==> config.mk <==
export PLATFORM = sky130hd
export DESIGN_NAME = adc_pwr_seq
export DESIGN_NICKNAME = d
export VERILOG_FILES = /design/src/rtl/adc_pwr_pkg.sv /design/src/rtl/adc_spi_frame.sv /design/src/rtl/adc_wake_timer.sv /design/src/rtl/adc_pwr_track.sv /design/src/rtl/adc_pwr_seq.sv
export SDC_FILE = /design/constraint.sdc
export NUM_CORES = 1
export LEC_CHECK = 0
export BUFFER_PORTS_ARGS = -buffer_cell sky130_fd_sc_hd__buf_2
export CORE_MARGIN = 10
export CORE_UTILIZATION = 55
export CTS_CLUSTER_SIZE = 12
export DETAILED_ROUTE_END_ITERATION = 12
export PLACE_DENSITY = 0.75
export SLEW_MARGIN = 40
export SYNTH_ARGS = -nofsm -noshare
export SYNTH_HDL_FRONTEND = slang
export SYNTH_SLANG_ARGS = --single-unit
==> constraint.sdc <==
create_clock -name clk -period 2.85 [get_ports clk]
set_input_delay 0.57 -clock clk [delete_from_list [all_inputs] [get_ports clk]]
set_output_delay 0.57 -clock clk [all_outputs]
set_load 0.02 [all_outputs]
==> src/rtl/adc_pwr_pkg.sv <==
package adc_pwr_pkg;

  // Control word layout as decoded by the converter
  localparam int WORD_W  = 16;
  localparam int CFG_W   = 9;
  localparam int WR_BIT  = 15;
  localparam int CFG_LSB = 6;
  localparam int PM_LSB  = 4;
  localparam int REF_BIT = 3;

  typedef enum logic [1:0] {
    PM_FULL  = 2'b00,
    PM_LIGHT = 2'b01,
    PM_DEEP  = 2'b10,
    PM_RSVD  = 2'b11
  } pm_e;

  typedef enum logic [2:0] {
    CV_UNKNOWN,
    CV_AWAKE,
    CV_DEEP,
    CV_LIGHT,
    CV_WAKING
  } cv_state_e;

  function automatic logic [1:0] pm_written(input logic [1:0] mode);
    return (mode == PM_RSVD) ? PM_FULL : mode;
  endfunction

  function automatic logic [WORD_W-1:0] build_word(
    input logic [CFG_W-1:0] cfg,
    input logic [1:0]       pm,
    input logic             ref_on
  );
    logic [WORD_W-1:0] w;
    w                  = '0;
    w[WR_BIT]          = 1'b1;
    w[CFG_LSB +: CFG_W] = cfg;
    w[PM_LSB +: 2]     = pm;
    w[REF_BIT]         = ref_on | (pm == PM_LIGHT);
    return w;
  endfunction

endpackage

==> src/rtl/adc_spi_frame.sv <==
module adc_spi_frame #(
  parameter int WORD_W    = 16,
  parameter int SCLK_HALF = 2,
  parameter int LP_EDGE   = 15
) (
  input  logic              clk,
  input  logic              rst,
  input  logic              start,
  input  logic [WORD_W-1:0] tx_word,
  input  logic              miso,
  output logic              cs_n,
  output logic              sclk,
  output logic              mosi,
  output logic              active,
  output logic              lp_edge,
  output logic              done,
  output logic [WORD_W-1:0] rx_word
);

  localparam int HC_W  = $clog2(2 * WORD_W);
  localparam int DIV_W = $clog2(SCLK_HALF + 1);
  localparam logic [HC_W-1:0]  HC_LAST = HC_W'(2 * WORD_W - 1);
  localparam logic [HC_W-1:0]  HC_LP   = HC_W'(2 * LP_EDGE - 1);
  localparam logic [DIV_W-1:0] DIV_END = DIV_W'(SCLK_HALF - 1);

  logic [DIV_W-1:0]  div_cnt;
  logic [HC_W-1:0]   half_cnt;
  logic              tail;
  logic [WORD_W-1:0] sh_tx;
  logic [WORD_W-1:0] sh_rx;

  always_ff @(posedge clk) begin
    if (rst) begin
      active   <= 1'b0;
      cs_n     <= 1'b1;
      sclk     <= 1'b1;
      tail     <= 1'b0;
      div_cnt  <= '0;
      half_cnt <= '0;
      sh_tx    <= '0;
      sh_rx    <= '0;
      lp_edge  <= 1'b0;
      done     <= 1'b0;
    end else begin
      lp_edge <= 1'b0;
      done    <= 1'b0;
      if (!active) begin
        if (start) begin
          active   <= 1'b1;
          cs_n     <= 1'b0;
          sclk     <= 1'b1;
          tail     <= 1'b0;
          div_cnt  <= '0;
          half_cnt <= '0;
          sh_tx    <= tx_word;
        end
      end else if (div_cnt == DIV_END) begin
        div_cnt <= '0;
        if (tail) begin
          active <= 1'b0;
          cs_n   <= 1'b1;
          done   <= 1'b1;
        end else if (!half_cnt[0]) begin
          sclk     <= 1'b0;
          half_cnt <= half_cnt + 1'b1;
        end else begin
          sclk  <= 1'b1;
          sh_rx <= {sh_rx[WORD_W-2:0], miso};
          sh_tx <= {sh_tx[WORD_W-2:0], 1'b0};
          if (half_cnt == HC_LP) lp_edge <= 1'b1;
          if (half_cnt == HC_LAST) tail <= 1'b1;
          else                     half_cnt <= half_cnt + 1'b1;
        end
      end else begin
        div_cnt <= div_cnt + 1'b1;
      end
    end
  end

  assign mosi    = sh_tx[WORD_W-1];
  assign rx_word = sh_rx;

endmodule

==> src/rtl/adc_wake_timer.sv <==
module adc_wake_timer #(
  parameter int SHUT_CYC = 50000,
  parameter int STBY_CYC = 70
) (
  input  logic       clk,
  input  logic       rst,
  input  logic       load,
  input  logic [1:0] pm,
  output logic       ready,
  output logic       counting
);
  import adc_pwr_pkg::*;

  localparam int MAX_CYC = (SHUT_CYC > STBY_CYC) ? SHUT_CYC : STBY_CYC;
  localparam int CNT_W   = $clog2(MAX_CYC + 2);

  logic [CNT_W-1:0] cnt;

  always_ff @(posedge clk) begin
    if (rst) begin
      cnt <= '0;
    end else if (load) begin
      case (pm)
        PM_DEEP:  cnt <= CNT_W'(SHUT_CYC);
        PM_LIGHT: cnt <= CNT_W'(STBY_CYC);
        default:  cnt <= '0;
      endcase
    end else if (cnt != '0) begin
      cnt <= cnt - 1'b1;
    end
  end

  assign ready    = (cnt == '0);
  assign counting = (cnt != '0);

endmodule

==> src/rtl/adc_pwr_track.sv <==
module adc_pwr_track (
  input  logic       clk,
  input  logic       rst,
  input  logic       lp_edge,
  input  logic [1:0] frame_pm,
  input  logic       cs_rise,
  input  logic       wait_ready,
  output logic       powered
);
  import adc_pwr_pkg::*;

  cv_state_e state;

  always_ff @(posedge clk) begin
    if (rst) begin
      state <= CV_UNKNOWN;
    end else if (lp_edge) begin
      case (frame_pm)
        PM_DEEP:  state <= CV_DEEP;
        PM_LIGHT: state <= CV_LIGHT;
        default:  state <= CV_AWAKE;
      endcase
    end else if (cs_rise) begin
      if (state == CV_DEEP || state == CV_LIGHT) state <= CV_WAKING;
    end else if (state == CV_WAKING && wait_ready) begin
      state <= CV_AWAKE;
    end
  end

  assign powered = (state == CV_AWAKE) || (state == CV_WAKING && wait_ready && !cs_rise);

endmodule

==> src/rtl/adc_pwr_seq.sv <==
module adc_pwr_seq #(
  parameter int CLK_MHZ      = 100,
  parameter int SHUT_WAKE_US = 500,
  parameter int STBY_WAKE_NS = 700,
  parameter int SCLK_HALF    = 2,
  parameter int LP_EDGE      = 15
) (
  input  logic        clk,
  input  logic        rst,
  input  logic [1:0]  mode_sel,
  input  logic [8:0]  cfg_bits,
  input  logic        ref_en,
  input  logic        conv_req,
  output logic        busy,
  output logic        res_valid,
  output logic [15:0] res_data,
  output logic        res_ok,
  output logic        adc_cs_n,
  output logic        adc_sclk,
  output logic        adc_mosi,
  input  logic        adc_miso
);
  import adc_pwr_pkg::*;

  localparam int SHUT_CYC = CLK_MHZ * SHUT_WAKE_US;
  localparam int STBY_CYC = (CLK_MHZ * STBY_WAKE_NS + 999) / 1000;

  logic              pending;
  logic              frm_active;
  logic              frm_lp_edge;
  logic              frm_done;
  logic [WORD_W-1:0] frm_rx;
  logic [WORD_W-1:0] frm_tx;
  logic              wait_ready;
  logic              wait_busy;
  logic              powered;
  logic              go;
  logic [1:0]        pm_lat;
  logic              ok_lat;

  assign frm_tx = build_word(cfg_bits, pm_written(mode_sel), ref_en);
  assign go     = pending && wait_ready && !frm_active && !frm_done;

  always_ff @(posedge clk) begin
    if (rst) begin
      pending   <= 1'b0;
      pm_lat    <= PM_FULL;
      ok_lat    <= 1'b0;
      res_valid <= 1'b0;
      res_data  <= '0;
      res_ok    <= 1'b0;
    end else begin
      if (go) begin
        pending <= conv_req;
        pm_lat  <= pm_written(mode_sel);
        ok_lat  <= powered;
      end else if (conv_req) begin
        pending <= 1'b1;
      end
      res_valid <= frm_done;
      if (frm_done) begin
        res_data <= frm_rx;
        res_ok   <= ok_lat;
      end
    end
  end

  assign busy = pending | frm_active | frm_done | wait_busy;

  adc_spi_frame #(
    .WORD_W   (WORD_W),
    .SCLK_HALF(SCLK_HALF),
    .LP_EDGE  (LP_EDGE)
  ) u_frame (
    .clk    (clk),
    .rst    (rst),
    .start  (go),
    .tx_word(frm_tx),
    .miso   (adc_miso),
    .cs_n   (adc_cs_n),
    .sclk   (adc_sclk),
    .mosi   (adc_mosi),
    .active (frm_active),
    .lp_edge(frm_lp_edge),
    .done   (frm_done),
    .rx_word(frm_rx)
  );

  adc_wake_timer #(
    .SHUT_CYC(SHUT_CYC),
    .STBY_CYC(STBY_CYC)
  ) u_timer (
    .clk     (clk),
    .rst     (rst),
    .load    (frm_done),
    .pm      (pm_lat),
    .ready   (wait_ready),
    .counting(wait_busy)
  );

  adc_pwr_track u_track (
    .clk       (clk),
    .rst       (rst),
    .lp_edge   (frm_lp_edge),
    .frame_pm  (pm_lat),
    .cs_rise   (frm_done),
    .wait_ready(wait_ready),
    .powered   (powered)
  );

endmodule

==> qor.yml <==
cts_inserted_buffers: 9
num-fill-cells: 566
layout.nets: 467
ys_seq_elements: 83
drtIter0Drc: 175
power.share.combinational_pct: 36.1
chipHeight_um: 102
ant_nets: 0
via_per_inst: 5.92
die_width_um: 102
netlist_area_um2: 3670
rsz0062_at_grt: "false"
post_route_cells_drive_above_1_share_pct: 16.7
cts_post_setup_buffers_inserted: 0
synthesis.area_per_instance_um2: 8.90
place.gp.congestion: 0.887
route.detailed.drc: 0
synth-main-ff-cell: "dfxtp_1"
ant_cells: 0
placement_rows: 29
grt_use_met2_pct: 26.5
clk_transition_reported_paths_ps: 90
longest_clk_path_bufs: 2
max_cap_viol_count: 0
switching_share_pct: 37.9
clockPowerShare_pct: 25.0
final_max_slew_viol_count: 0
floorplan.io_pins: 38
slew-limit-headroom_pct: 52.1
timing.critical_path.arrival_ps: 2150
grtUsageMet1_pct: 21.4
netlist-cell-type-count: 48
ys_top_cells_by_area: "dfxtp_1 (45%), mux2i_1 (8.5%), a211oi_1 (4.9%)"
finalCritPeriodShare_pct: 95.3
worst-setup-path-type: "flip-flop to output pin"
power_frac_seq_pct: 38.9
grt_start_max_net_pins: 38
seq_area_frac_synth_pct: 45.3
netSwitchingPower_mw: 1.42
clk_root_buffer_cell: "clkbuf_8"
cp_max_fo: 4
cp.required_ps: 2280
outcome: "finished, final reports clean"
initial_utilization_pct: 57.1
power.density_nw_per_um2: 903
global_route.usage.total_pct: 16.5
dp.final_hpwl_mm: 5.72
synthesis.nets: 435
synthToLayoutAreaGrowth_pct: 13.5
synth.top_cell.area_share_pct: 45.3
cell_internal_pwr_mw: 2.33
post-route-util_pct: 64.8
overflow: 0
fmax_mhz: 368
static-leakage-power_nw: 1.50
clock_latency_late_sink_ps: 350
syn-instance-count: 412
hold_path_class: "flip-flop to flip-flop"
setup_tns_ps: 0
sink_count: 83
detailed_place.area_um2: 3930
count_of_flip_flops_with_a_built_in_enable_after_synthesis: 0
grt_pass1_vias: 3013
regToRegSetupSlack_ps: 430
coreArea_um2: 6420
dieArea_um2: 10300
num_vias: 3115
worst_setup_path_end_kind: "output pin"
final_design_area_no_fill_um2: 4160
timing_worst_slew_pin_value_ps: 719
cts.htree.levels: 3
wl_mm: 8.31
worstSetupStartpointType: "flip-flop"
grt_pass1_wl_mm: 14.2
grtUsageMet3_pct: 2.86
avgRoutedWirePerCell_um: 15.8
post-synth-top-area-cell: "dfxtp_1"
skew_ps: 7.30
busiest_layer: "met2"
finalSetupViolCount: 0
antenna_found_initial: 0
timing.final.hold_violations: 0
asyncSetResetFlopFracSynth_pct: 0
total_power_mw: 3.75
max-vdd-ir-drop_v: 0.000474
ys.warnings.count: 0
port_buffers: 37
cts_tree: "built"
first_pass_iters: 4
minimum_period_implied_by_the_final_worst_setup_slack_ps: 2720
power by group through the flow:
stage,registers [mW],logic [mW],clock network [mW]
floorplan,1.43,1.04,0
global placement,1.47,1.28,0
detailed placement,1.48,1.32,0
CTS,1.46,1.33,0.948
global route,1.49,1.52,0.993
finish,1.46,1.35,0.939
state kept, by name, indices dropped and copies added (netlist names):
name / count
res_data: 16
u_frame.rx_word: 16
u_timer.cnt: 16
u_frame.sh_tx: 13
u_frame.half_cnt: 5
u_track.state: 3
pm_lat: 2
u_frame.div_cnt: 2
ok_lat: 1
pending: 1
res_ok: 1
res_valid: 1
u_frame.active: 1
u_frame.cs_n: 1
u_frame.done: 1
u_frame.lp_edge: 1
u_frame.sclk: 1
u_frame.tail: 1
what timing repair did:
item                       4_1_cts  5_1_grt
hold buffers                     0        0
resized for setup                0        1
setup endpoints to repair        0        1
cell families (layout without fill, tap and decap cells):
group           Yosys count  in the layout  synth area share (%)
simple gates            147            147                  20.5
compound gates           97             97                  17.4
flops                    83             83                  45.3
buf+inv                  42             79                  4.64
mux                      32             32                  8.77
fa+ha+maj                 7              7                  2.39
xor+xnor                  4              4                 0.956
worst max-delay path, cell delays in order, from the launching register on:
cell and delay, ps:
dfxtp_1 350, inv_1 80, ha_1 160, or4b_1 520, nor4_2 370, nand3_1 130, buf_2 190
metal layers:
metal | part of all wire, % | vias to the layer above
met5 | 0 | -
met4 | 1.7 | 0
met3 | 5.9 | 17
met2 | 47 | 87
met1 | 46 | 1449
li1 | - | 1562
final timing paths:
kind | cells past startpoint | to | startpoint
worst max-delay path | 6 | busy | u_timer.cnt[0]
worst min-delay path | 2 | u_frame.sh_tx[15] | u_frame.sh_tx[15]
worst max register to register | 7 | u_timer.cnt[14] | u_timer.cnt[0]
worst min register to register | 2 | u_frame.sh_tx[15] | u_frame.sh_tx[15]
area by class of cell:
cell class | count | area (µm²) | area share, %
tap | 77 | 96.3 | 2.32
clock inverter | 7 | 98.8 | 2.38
inverter | 11 | 41.3 | 0.992
sequential | 83 | 1660 | 39.9
multi-input combinational | 287 | 1840 | 44.2
timing repair buffer | 52 | 298 | 7.16
clock buffer | 9 | 124 | 2.98
through the flow:
stage	hold slack, ps	std cells	setup WS, ps
finish	457	526	134
global route	492	526	25.0
CTS	463	526	37.5
detailed placement	451	510	422
global placement	443	510	539
floorplan	436	412	504
Yosys cell counts (2+ instances only):
| cell type | instances |
|---|---|
| a2111oi_0 | 2 |
| a211oi_1 | 24 |
| a21oi_1 | 31 |
| a221oi_1 | 2 |
| a311oi_1 | 2 |
| a31oi_1 | 4 |
| and2_1 | 3 |
| and3_1 | 3 |
| buf_1 | 4 |
| buf_2 | 4 |
| clkbuf_1 | 22 |
| dfxtp_1 | 83 |
| ha_1 | 7 |
| inv_1 | 11 |
| mux2i_1 | 31 |
| nand2_1 | 43 |
| nand2b_1 | 3 |
| nand3_1 | 8 |
| nand3b_1 | 4 |
| nand4_1 | 3 |
| nor2_1 | 35 |
| nor2b_1 | 2 |
| nor3_1 | 8 |
| nor3b_1 | 3 |
| nor4_1 | 7 |
| o211ai_1 | 4 |
| o21ai_0 | 10 |
| o21bai_1 | 2 |
| o22ai_1 | 2 |
| o311ai_0 | 3 |
| o31ai_1 | 4 |
| o41ai_1 | 2 |
| or2_2 | 3 |
| or3_1 | 9 |
| or4_1 | 7 |
| or4b_1 | 2 |
| xnor2_1 | 4 |
layout by cell type (no fill, tap or decap), drive strengths merged, types with 3 or more instances in the layout:
cell type and instances:
and2 3, xnor2 4, and3 3, buf 52, nor3b 3, a31oi 4
a21oi 31, nand2b 3, nand2 43, mux2i 31, or2 3, nand4 3
clkbuf 9, or3 9, nor3 8, o31ai 4, or4 7, a211oi 24
nor4 7, dfxtp 83, o211ai 4, ha 7, o311ai 3, or4b 3
inv 13, nor2 35, o21ai 10, nand3 8, nand3b 4
(Power assumes the default switching activity.)
